===== src/rtl/xmem_seq_pkg.sv =====
package xmem_seq_pkg;

  // Access phases, in the order the sequencer walks them
  typedef enum logic [2:0] {
    PH_IDLE  = 3'd0,
    PH_ALE   = 3'd1,
    PH_AHOLD = 3'd2,
    PH_SETUP = 3'd3,
    PH_STRB  = 3'd4,
    PH_TAIL  = 3'd5,
    PH_DONE  = 3'd6
  } xphase_e;

  function automatic xphase_e phase_after(xphase_e p);
    case (p)
      PH_ALE:   return PH_AHOLD;
      PH_AHOLD: return PH_SETUP;
      PH_SETUP: return PH_STRB;
      PH_STRB:  return PH_TAIL;
      PH_TAIL:  return PH_DONE;
      default:  return PH_IDLE;
    endcase
  endfunction

endpackage


===== src/rtl/xmem_phase_timer.sv =====
module xmem_phase_timer
  import xmem_seq_pkg::*;
#(
  parameter int ALE_CYC   = 2,
  parameter int AHOLD_CYC = 1,
  parameter int STB_DLY   = 3,
  parameter int STB_CYC   = 6,
  parameter int TAIL_CYC  = 2,
  parameter int CW        = 4
) (
  input  logic          clk,
  input  logic          rst_n,
  input  logic          start,
  output xphase_e       phase_q,
  output logic [CW-1:0] cnt_q,
  output xphase_e       phase_d,
  output logic [CW-1:0] cnt_d
);

  localparam int SETUP_CYC = STB_DLY - AHOLD_CYC;

  function automatic logic [CW-1:0] last_cnt(xphase_e p);
    case (p)
      PH_ALE:   return CW'(ALE_CYC - 1);
      PH_AHOLD: return CW'(AHOLD_CYC - 1);
      PH_SETUP: return CW'(SETUP_CYC - 1);
      PH_STRB:  return CW'(STB_CYC - 1);
      PH_TAIL:  return CW'(TAIL_CYC - 1);
      default:  return '0;
    endcase
  endfunction

  logic adv_en;

  // next-state
  always_comb begin
    phase_d = phase_q;
    cnt_d   = cnt_q;
    if (phase_q == PH_IDLE) begin
      if (start) begin
        phase_d = PH_ALE;
        cnt_d   = '0;
      end
    end else if (cnt_q == last_cnt(phase_q)) begin
      phase_d = phase_after(phase_q);
      cnt_d   = '0;
    end else begin
      cnt_d = cnt_q + 1'b1;
    end
  end

  assign adv_en = (phase_q != PH_IDLE) || start;

  // state register
  always_ff @(posedge clk or negedge rst_n) begin
    if (!rst_n) begin
      phase_q <= PH_IDLE;
      cnt_q   <= '0;
    end else if (adv_en) begin
      phase_q <= phase_d;
      cnt_q   <= cnt_d;
    end
  end

endmodule


===== src/rtl/xmem_bus_drive.sv =====
module xmem_bus_drive
  import xmem_seq_pkg::*;
#(
  parameter int AW       = 16,
  parameter int DW       = 8,
  parameter int STB_CYC  = 6,
  parameter int WHLD_CYC = 1,
  parameter int CW       = 4
) (
  input  logic          clk,
  input  logic          rst_n,
  input  logic          start,
  input  logic          req_write,
  input  logic [AW-1:0] req_addr,
  input  logic [DW-1:0] req_wdata,
  input  xphase_e       phase_q,
  input  logic [CW-1:0] cnt_q,
  input  xphase_e       phase_d,
  input  logic [CW-1:0] cnt_d,
  input  logic [DW-1:0] ad_in,
  output logic          ale,
  output logic          rd_n,
  output logic          wr_n,
  output logic [AW-DW-1:0] addr_hi,
  output logic [DW-1:0] ad_out,
  output logic          ad_oe,
  output logic          done,
  output logic [DW-1:0] rdata
);

  localparam int HW = AW - DW;

  logic          wr_q;
  logic [AW-1:0] addr_q;
  logic [DW-1:0] wdata_q;
  logic          cur_wr;
  logic [AW-1:0] cur_addr;
  logic [DW-1:0] cur_wdata;

  logic          ale_d, rd_n_d, wr_n_d, oe_d, done_d;
  logic [HW-1:0] hi_d;
  logic [DW-1:0] out_d;
  logic          cap_en;

  // request latch, loaded only when an access starts
  always_ff @(posedge clk or negedge rst_n) begin
    if (!rst_n) begin
      wr_q    <= 1'b0;
      addr_q  <= '0;
      wdata_q <= '0;
    end else if (start) begin
      wr_q    <= req_write;
      addr_q  <= req_addr;
      wdata_q <= req_wdata;
    end
  end

  assign cur_wr    = start ? req_write : wr_q;
  assign cur_addr  = start ? req_addr  : addr_q;
  assign cur_wdata = start ? req_wdata : wdata_q;

  // pin values for the coming period, decoded from the next phase
  always_comb begin
    ale_d  = 1'b0;
    rd_n_d = 1'b1;
    wr_n_d = 1'b1;
    oe_d   = 1'b0;
    out_d  = '0;
    hi_d   = '0;
    done_d = 1'b0;
    case (phase_d)
      PH_ALE: begin
        ale_d = 1'b1;
        oe_d  = 1'b1;
        out_d = cur_addr[DW-1:0];
        hi_d  = cur_addr[AW-1:DW];
      end
      PH_AHOLD: begin
        oe_d  = 1'b1;
        out_d = cur_addr[DW-1:0];
        hi_d  = cur_addr[AW-1:DW];
      end
      PH_SETUP: begin
        oe_d  = cur_wr;
        out_d = cur_wr ? cur_wdata : '0;
        hi_d  = cur_addr[AW-1:DW];
      end
      PH_STRB: begin
        rd_n_d = cur_wr;
        wr_n_d = !cur_wr;
        oe_d   = cur_wr;
        out_d  = cur_wr ? cur_wdata : '0;
        hi_d   = cur_addr[AW-1:DW];
      end
      PH_TAIL: begin
        oe_d  = cur_wr && (cnt_d < CW'(WHLD_CYC));
        out_d = oe_d ? cur_wdata : '0;
        hi_d  = cur_addr[AW-1:DW];
      end
      PH_DONE: done_d = 1'b1;
      default: ;
    endcase
  end

  always_ff @(posedge clk or negedge rst_n) begin
    if (!rst_n) begin
      ale     <= 1'b0;
      rd_n    <= 1'b1;
      wr_n    <= 1'b1;
      ad_oe   <= 1'b0;
      ad_out  <= '0;
      addr_hi <= '0;
      done    <= 1'b0;
    end else begin
      ale     <= ale_d;
      rd_n    <= rd_n_d;
      wr_n    <= wr_n_d;
      ad_oe   <= oe_d;
      ad_out  <= out_d;
      addr_hi <= hi_d;
      done    <= done_d;
    end
  end

  // read capture at the edge that closes the last strobe-low period
  assign cap_en = (phase_q == PH_STRB) && (cnt_q == CW'(STB_CYC - 1)) && !wr_q;

  always_ff @(posedge clk or negedge rst_n) begin
    if (!rst_n) begin
      rdata <= '0;
    end else if (cap_en) begin
      rdata <= ad_in;
    end
  end

endmodule


===== src/rtl/xmem_cycle_seq.sv =====
module xmem_cycle_seq
  import xmem_seq_pkg::*;
#(
  parameter int ALE_CYC   = 2,
  parameter int AHOLD_CYC = 1,
  parameter int STB_DLY   = 3,
  parameter int STB_CYC   = 6,
  parameter int TAIL_CYC  = 2,
  parameter int WHLD_CYC  = 1
) (
  input  logic        clk,
  input  logic        rst_n,
  input  logic        req_valid,
  input  logic        req_write,
  input  logic [15:0] req_addr,
  input  logic [7:0]  req_wdata,
  output logic        busy,
  output logic        done,
  output logic [7:0]  rdata,
  output logic        ale,
  output logic        rd_n,
  output logic        wr_n,
  output logic [7:0]  addr_hi,
  output logic [7:0]  ad_out,
  output logic        ad_oe,
  input  logic [7:0]  ad_in
);

  localparam int AW    = 16;
  localparam int DW    = 8;
  localparam int SPAN  = ALE_CYC + STB_DLY + STB_CYC + TAIL_CYC + 1;
  localparam int CW    = $clog2(SPAN + 1);

  logic          rst_meta, rst_sync;
  logic          start;
  xphase_e       phase_q, phase_d;
  logic [CW-1:0] cnt_q, cnt_d;

  // asynchronous assert, synchronous release
  always_ff @(posedge clk or negedge rst_n) begin
    if (!rst_n) begin
      rst_meta <= 1'b0;
      rst_sync <= 1'b0;
    end else begin
      rst_meta <= 1'b1;
      rst_sync <= rst_meta;
    end
  end

  assign start = req_valid && (phase_q == PH_IDLE) && rst_sync;
  assign busy  = (phase_q != PH_IDLE);

  xmem_phase_timer #(
    .ALE_CYC  (ALE_CYC),
    .AHOLD_CYC(AHOLD_CYC),
    .STB_DLY  (STB_DLY),
    .STB_CYC  (STB_CYC),
    .TAIL_CYC (TAIL_CYC),
    .CW       (CW)
  ) u_timer (
    .clk    (clk),
    .rst_n  (rst_sync),
    .start  (start),
    .phase_q(phase_q),
    .cnt_q  (cnt_q),
    .phase_d(phase_d),
    .cnt_d  (cnt_d)
  );

  xmem_bus_drive #(
    .AW      (AW),
    .DW      (DW),
    .STB_CYC (STB_CYC),
    .WHLD_CYC(WHLD_CYC),
    .CW      (CW)
  ) u_drive (
    .clk      (clk),
    .rst_n    (rst_sync),
    .start    (start),
    .req_write(req_write),
    .req_addr (req_addr),
    .req_wdata(req_wdata),
    .phase_q  (phase_q),
    .cnt_q    (cnt_q),
    .phase_d  (phase_d),
    .cnt_d    (cnt_d),
    .ad_in    (ad_in),
    .ale      (ale),
    .rd_n     (rd_n),
    .wr_n     (wr_n),
    .addr_hi  (addr_hi),
    .ad_out   (ad_out),
    .ad_oe    (ad_oe),
    .done     (done),
    .rdata    (rdata)
  );

endmodule


===== config.mk =====
export PLATFORM = sky130hd
export DESIGN_NAME = xmem_cycle_seq
export DESIGN_NICKNAME = d
export VERILOG_FILES = /design/src/rtl/xmem_seq_pkg.sv /design/src/rtl/xmem_phase_timer.sv /design/src/rtl/xmem_bus_drive.sv /design/src/rtl/xmem_cycle_seq.sv
export SDC_FILE = /design/constraint.sdc
export NUM_CORES = 1
export LEC_CHECK = 0
export ABC_AREA = 1
export BUFFER_PORTS_ARGS = -buffer_cell sky130_fd_sc_hd__buf_2
export CAP_MARGIN = 10
export CELL_PAD_IN_SITES_DETAIL_PLACEMENT = 0
export CELL_PAD_IN_SITES_GLOBAL_PLACEMENT = 1
export CORE_AREA = 2 2 60 119
export DETAILED_ROUTE_END_ITERATION = 8
export DIE_AREA = 0 0 62 121
export GPL_ROUTABILITY_DRIVEN = 0
export PLACE_DENSITY_LB_ADDON = 0.1
export SLEW_MARGIN = 20
export SYNTH_ARGS = -nofsm -noshare
export SYNTH_HDL_FRONTEND = slang
export SYNTH_SLANG_ARGS = --single-unit

===== constraint.sdc =====
create_clock -name clk -period 4.1 [get_ports clk]
set_clock_uncertainty 0.15 [all_clocks]
set_input_delay 0.205 -clock clk [delete_from_list [all_inputs] [get_ports clk]]
set_output_delay 0.205 -clock clk [all_outputs]
set_load 0.01 [all_outputs]

; Word level (Yosys, flattened, before mapping)
; Cells that the tools add are included.
; W data, S select, Z words.
[totals]
reg_bits = 63
inputBits = 36
wordCells = 65
[classes]
add_sub_neg = 1
n_lt_le_gt_ge = 1
eq_ne = 13
n_mux = 21
n_reduce_logical = 14
[ops]
columns = operator, n
row1 = $mux W8, 4
row2 = $pmux W8 S3, 1
row3 = $mux W16, 1
row4 = $mux W4, 4
row5 = $eq A3 B3 Y1 const B, 5
row6 = $pmux W3 S5, 1
row7 = $eq A3 B2 Y1 const B, 4
row8 = $mux W3, 3
row9 = $eq A3 B1 Y1 const B, 2
row10 = $pmux W3 S2, 1
row11 = $logic_and A1 B1 Y1, 5
row12 = $mux W1, 5
row13 = $reduce_or A5 Y1, 1
row14 = $add A4 B1 Y4 const B, 1
row15 = $eq A4 B3 Y1 const B, 1
row16 = $eq A4 B4 Y1, 1
row17 = $lt A4 B1 Y1 const B, 1
row18 = $reduce_or A2 Y1, 2
row19 = $logic_not A3 Y1, 1
row20 = $pmux W1 S3, 1
row21 = $reduce_bool A3 Y1, 1
row22 = $reduce_or A3 Y1, 1
row23 = $logic_not A1 Y1, 2
row24 = $logic_or A1 B1 Y1, 1

; Logic depth before layout (Yosys ltp)
[logic_depth]
ltp_word = 11
mapped_depth = 14
depth_no_buf = 13

; Cells and area by module
; A second synthesis with hierarchy kept.
[hier_totals]
hier_cells = 286
hier_area_um2 = 2741.4
[by_module_without_submodules]
columns = module, n_inst, cells_each, area_per_inst_um2, seq_area_each_um2
row1 = xmem_bus_drive, 1, 211, 2165.8, 1353.8
row2 = xmem_phase_timer, 1, 67, 495.5, 175.2
row3 = xmem_cycle_seq, 1, 8, 80.1, 50.0

; Worst setup path before layout
; No wires, ideal clock.
[synth_path]
kind = reg2reg
from = register rst_sync
to = register u_drive.ad_out[0]
setup_time_ns = 0.068
arrival_ns = 2.704
path_slack_ns = 1.178
stages_incl_launch_ff = 9
n_path_buf = 0
cell_sequence = dfrtp_1 -> nand3_4 -> nand2_2 -> nor2_1 -> a21oi_1 -> nand3_1 -> nor2_4 -> nand3_1 -> nand3_1
[synth_via]
elab_chain_cells = 7
word_cells_on_any_way = 20
[synth_lines]
columns = element, line
row1 = "start, declared", xmem_cycle_seq.sv:34  ; logic rst_meta, rst_sync;
row2 = "start signal, assigned", xmem_cycle_seq.sv:46  ; rst_sync <= rst_meta;
row3 = $logic_and A1 B1 Y1 (*), xmem_cycle_seq.sv:50  ; assign start = req_valid && (phase_q == PH_IDLE) && rst_sync;
row4 = $mux W4, xmem_phase_timer.sv:40  ; if (start) begin
row5 = $mux W4, xmem_phase_timer.sv:39  ; if (phase_q == PH_IDLE) begin
row6 = $lt A4 B1 Y1, xmem_bus_drive.sv:96  ; oe_d = cur_wr && (cnt_d < CW'(WHLD_CYC));
row7 = $logic_and A1 B1 Y1, xmem_bus_drive.sv:96
row8 = $mux W8, xmem_bus_drive.sv:97  ; out_d = oe_d ? cur_wdata : '0;
row9 = $pmux W8 S3 (*), xmem_bus_drive.sv:71  ; case (phase_d)
row10 = net u_drive.out_d[0], xmem_bus_drive.sv:42  ; logic [DW-1:0] out_d;
row11 = "end signal, assigned", xmem_bus_drive.sv:119  ; ad_out <= out_d;
row12 = "end, declared", xmem_bus_drive.sv:25  ; output logic [DW-1:0] ad_out,
; Mark *: on every way through the listed nets, which the timed path passes. The rest lies on a longest branch.
; A chain may end at the register's enable or synchronous reset.

; Worst setup path after layout
[layout_path]
from = register u_timer.phase_q[0]
to = register u_drive.ad_out[2]
[layout_via]
word_cells_on_any_way = 34
[layout_lines]
columns = element, line
row1 = "start, declared", xmem_phase_timer.sv:14  ; output xphase_e phase_q,
row2 = "start signal, assigned", xmem_phase_timer.sv:60  ; phase_q <= phase_d;
row3 = $logic_not A3 Y1 (*), xmem_cycle_seq.sv:50
row4 = $logic_and A1 B1 Y1 (*) (2 in a row), xmem_cycle_seq.sv:50
row5 = $mux W1 (*), -
row6 = net u_drive.cur_wr, xmem_bus_drive.sv:36  ; logic cur_wr;
row7 = $logic_and A1 B1 Y1, xmem_bus_drive.sv:96
row8 = $mux W8, xmem_bus_drive.sv:97
row9 = $pmux W8 S3 (*), xmem_bus_drive.sv:71
row10 = net u_drive.out_d[2], xmem_bus_drive.sv:42
; Mark *: on every way through the listed nets, which the timed path passes. The rest lies on a longest branch. The select of a mux whose other input is x is not followed.

==> results.cfg <==
[run_status]
outcome = complete, no violations

[setup_path]
startpoint = u_timer.phase_q[0]
crit_required_ns = 4.21
r2r-start = u_timer.phase_q[0]
crit_path_end = u_drive.ad_out[2]
reg2reg_depth = 9
reg2reg_to = u_drive.ad_out[2]
endpoint_kind = register
reg2reg_slack_ns = 1.48
cp.arrival_ns = 2.73
criticalPathCategory = register to register
startpoint_type = register
cp_max_fo = 27

[sta]
setup_tns_ns = 0
drv_slew = 0
max_freq_mhz = 381
period_needed_ns = 2.62
relSlewSlack = 0.490
tightest_slew_ns = 0.765
setup_viol = 0
period_share = 0.640
rsz0062_at_grt = no
finalHoldViolations = 0

[synthesis]
synth-async-reset-ratio = 1.00
syn-cell-area_um2 = 2780
synth_common_cells = nand2_1 (93), dfrtp_1 (61), nand3_1 (35), inv_1 (30), nor2_1 (21)
synth_cells = 309
syn_nets = 347
yosysSeqAreaShare = 0.568
yosysTopAreaCell = dfrtp_1
synth_flop_cell = dfrtp_1
synth_edf_count = 0
ys_ff_latch = 63
synth_top_cell_area_share = 0.549
synth_area_leaders = dfrtp_1 (55%), nand2_1 (13%), nand3_1 (6.3%)
avgSynthCellArea_um2 = 9.00
yosysWarningCount = 0
ys_types = 29
yosysMostFrequentCell = nand2_1

[clock_tree]
post_cts_buffers = 0
cts_buffers = 9
path_clk_slew_ns = 0.05
insertion_delay_ns = 0.32
clockBufferDepth = 2
clk_root_buffer_cell = clkbuf_16
htreeDepth = 3
cts-resized-gates = 0
cts_num_sinks = 63
tritoncts = built
ctsHoldBuffers = 25

[floorplanning]
start_util = 0.423
io_pins = 66
die_w_um = 62
design.die.area_um2 = 7500
coreArea_um2 = 6570
die_y_um = 121
rows = 42

[global_route]
grt_pass1_vias = 2357
grt_start_max_net_pins = 62
track_usage = 0.199
grt-ovfl-total = 0
grt_pass1_wl_um = 10800
antenna_found_initial = 0

[placement]
port_buffers = 65
hpwl_um = 4620

[job]
cap_violations = 0

[layout]
fillerInstances = 621
fin_util = 0.569
nets = 441
drive_above_1_share = 0.292
antenna_cells = 0
area_growth_pct = 34.5

[drt]
wire_per_inst_um = 13.6
vias_per_cell = 4.61
drt.antenna.violating_nets = 0
drt_wl_total_um = 6760
detail_route.first_pass.iterations = 4
dr_total_vias = 2286
drc = 0
drtIter0Drc = 99

[pwr]
total_leakage_power_nw = 2.01
total_power_mw = 3.09
power_density_nw_per_um2 = 828
vdd_drop_max_v = 0.000391

[min_path]
worstHoldPathType = input pin to register
## worst min path at each step
stage,startpoint,to,cells after the start
6_report,req_wdata[4],u_drive.wdata_q[4],3
5_1_grt,req_wdata[5],u_drive.wdata_q[5],3
4_1_cts,req_wdata[5],u_drive.wdata_q[5],3
3_5_place_dp,rst_n,rst_meta,1
3_3_place_gp,rst_n,rst_meta,1
2_1_floorplan,rst_n,rst_meta,0
## area by class of cell
type	count	area [um2]	share of cell area
multi-input cells	203	1020	0.273
flip-flops and latches	63	1580	0.423
repair buffers	91	583	0.156
clock buffers	14	274	0.0733
clock inverters	2	37.5	0.0100
inverters	35	131	0.0351
well taps	88	110	0.0295
## critical path, cell delays in order, from the launching register on
cell	delay [ns]
dfrtp_1	0.46
nor3_4	0.35
nand3_4	0.34
inv_2	0.45
nand2_1	0.12
nand2_2	0.12
nand3_1	0.13
nor2_4	0.22
nand3_1	0.11
nand3_1	0.09
## logic make-up after synthesis
| logic type | count (synthesis) | share of synthesized area |
|---|---|---|
| fa+ha+maj | 2 | 0.00900 |
| mux | 8 | 0.0324 |
| compound gates | 16 | 0.0288 |
| buf+inv | 43 | 0.0644 |
| simple gates | 175 | 0.293 |
| flops | 63 | 0.568 |
| xor+xnor | 1 | 0.00315 |
| other cells | 1 | 0.00135 |
## report_power, final
| part | switching, mW | leakage (nW) | internal, mW | total [mW] |
|---|---|---|---|---|
| sequential | 0.117 | 0.784 | 0.874 | 0.992 |
| clock | 0.252 | 0.149 | 0.520 | 0.772 |
| combinational | 0.887 | 1.08 | 0.443 | 1.33 |
## metrics by stage
stage               std cells  cell area, um2  hold WS [ns]  setup WS [ns]
global route              496            3740        0.0539           1.13
floorplan                 309            2780        -0.241           1.18
global placement          455            3180        -0.159           1.49
CTS                       496            3740        0.0115           1.43
detailed placement        455            3180        -0.152           1.44
finish                    496            3740        0.0201           1.48
## placed cells by master, fill, tap and decap left out
| master | Yosys | final |
|---|---|---|
| dlygate4sd3_1 | 0 | 25 |
| nand2_2 | 6 | 6 |
| nor3_2 | 1 | 1 |
| nand3b_2 | 1 | 1 |
| nor2_1 | 21 | 21 |
| buf_4 | 2 | 1 |
| or2_2 | 8 | 8 |
| or3_1 | 1 | 1 |
| a21oi_1 | 6 | 6 |
| clkbuf_1 | 3 | 2 |
| xnor2_1 | 1 | 1 |
| dfrtp_2 | 0 | 1 |
| bufinv_16 | 0 | 1 |
| clkbuf_8 | 0 | 3 |
| nor2_4 | 3 | 3 |
| inv_2 | 5 | 5 |
| or2_0 | 1 | 1 |
| conb_1 | 1 | 1 |
| buf_2 | 2 | 65 |
| nand4_1 | 1 | 1 |
| clkbuf_16 | 0 | 9 |
| mux2_2 | 8 | 8 |
| nor3_4 | 1 | 1 |
| dfstp_2 | 2 | 2 |
| dfrtp_1 | 61 | 60 |
| nand3_2 | 1 | 1 |
| nor2_2 | 1 | 1 |
| inv_1 | 30 | 30 |
| o21ai_0 | 10 | 10 |
| nand3_1 | 35 | 35 |
| ha_1 | 2 | 2 |
| clkinvlp_4 | 0 | 1 |
| nand3_4 | 1 | 1 |
| nand2_1 | 93 | 93 |
## metal layers
layer	vias to the layer above	GRT usage	wire, um
li1	1153	-	-
met1	1076	0.232	2620
met2	45	0.335	3790
met3	12	0.0448	235
met4	0	0.0864	115
met5	-	0	0
## sequential cells by signal (all words and copies together), names as in the netlist
signal	flops
rst_meta	1
u_drive.addr_q	16
u_drive.ad_oe	1
u_drive.wr_n	1
u_drive.done	1
u_timer.cnt_q	4
rst_sync	1
u_drive.ale	1
u_drive.wdata_q	8
u_drive.ad_out	8
u_drive.wr_q	1
u_drive.rd_n	1
u_drive.rdata	8
u_drive.addr_hi	8
u_timer.phase_q	3
(Power assumes the default switching activity.)
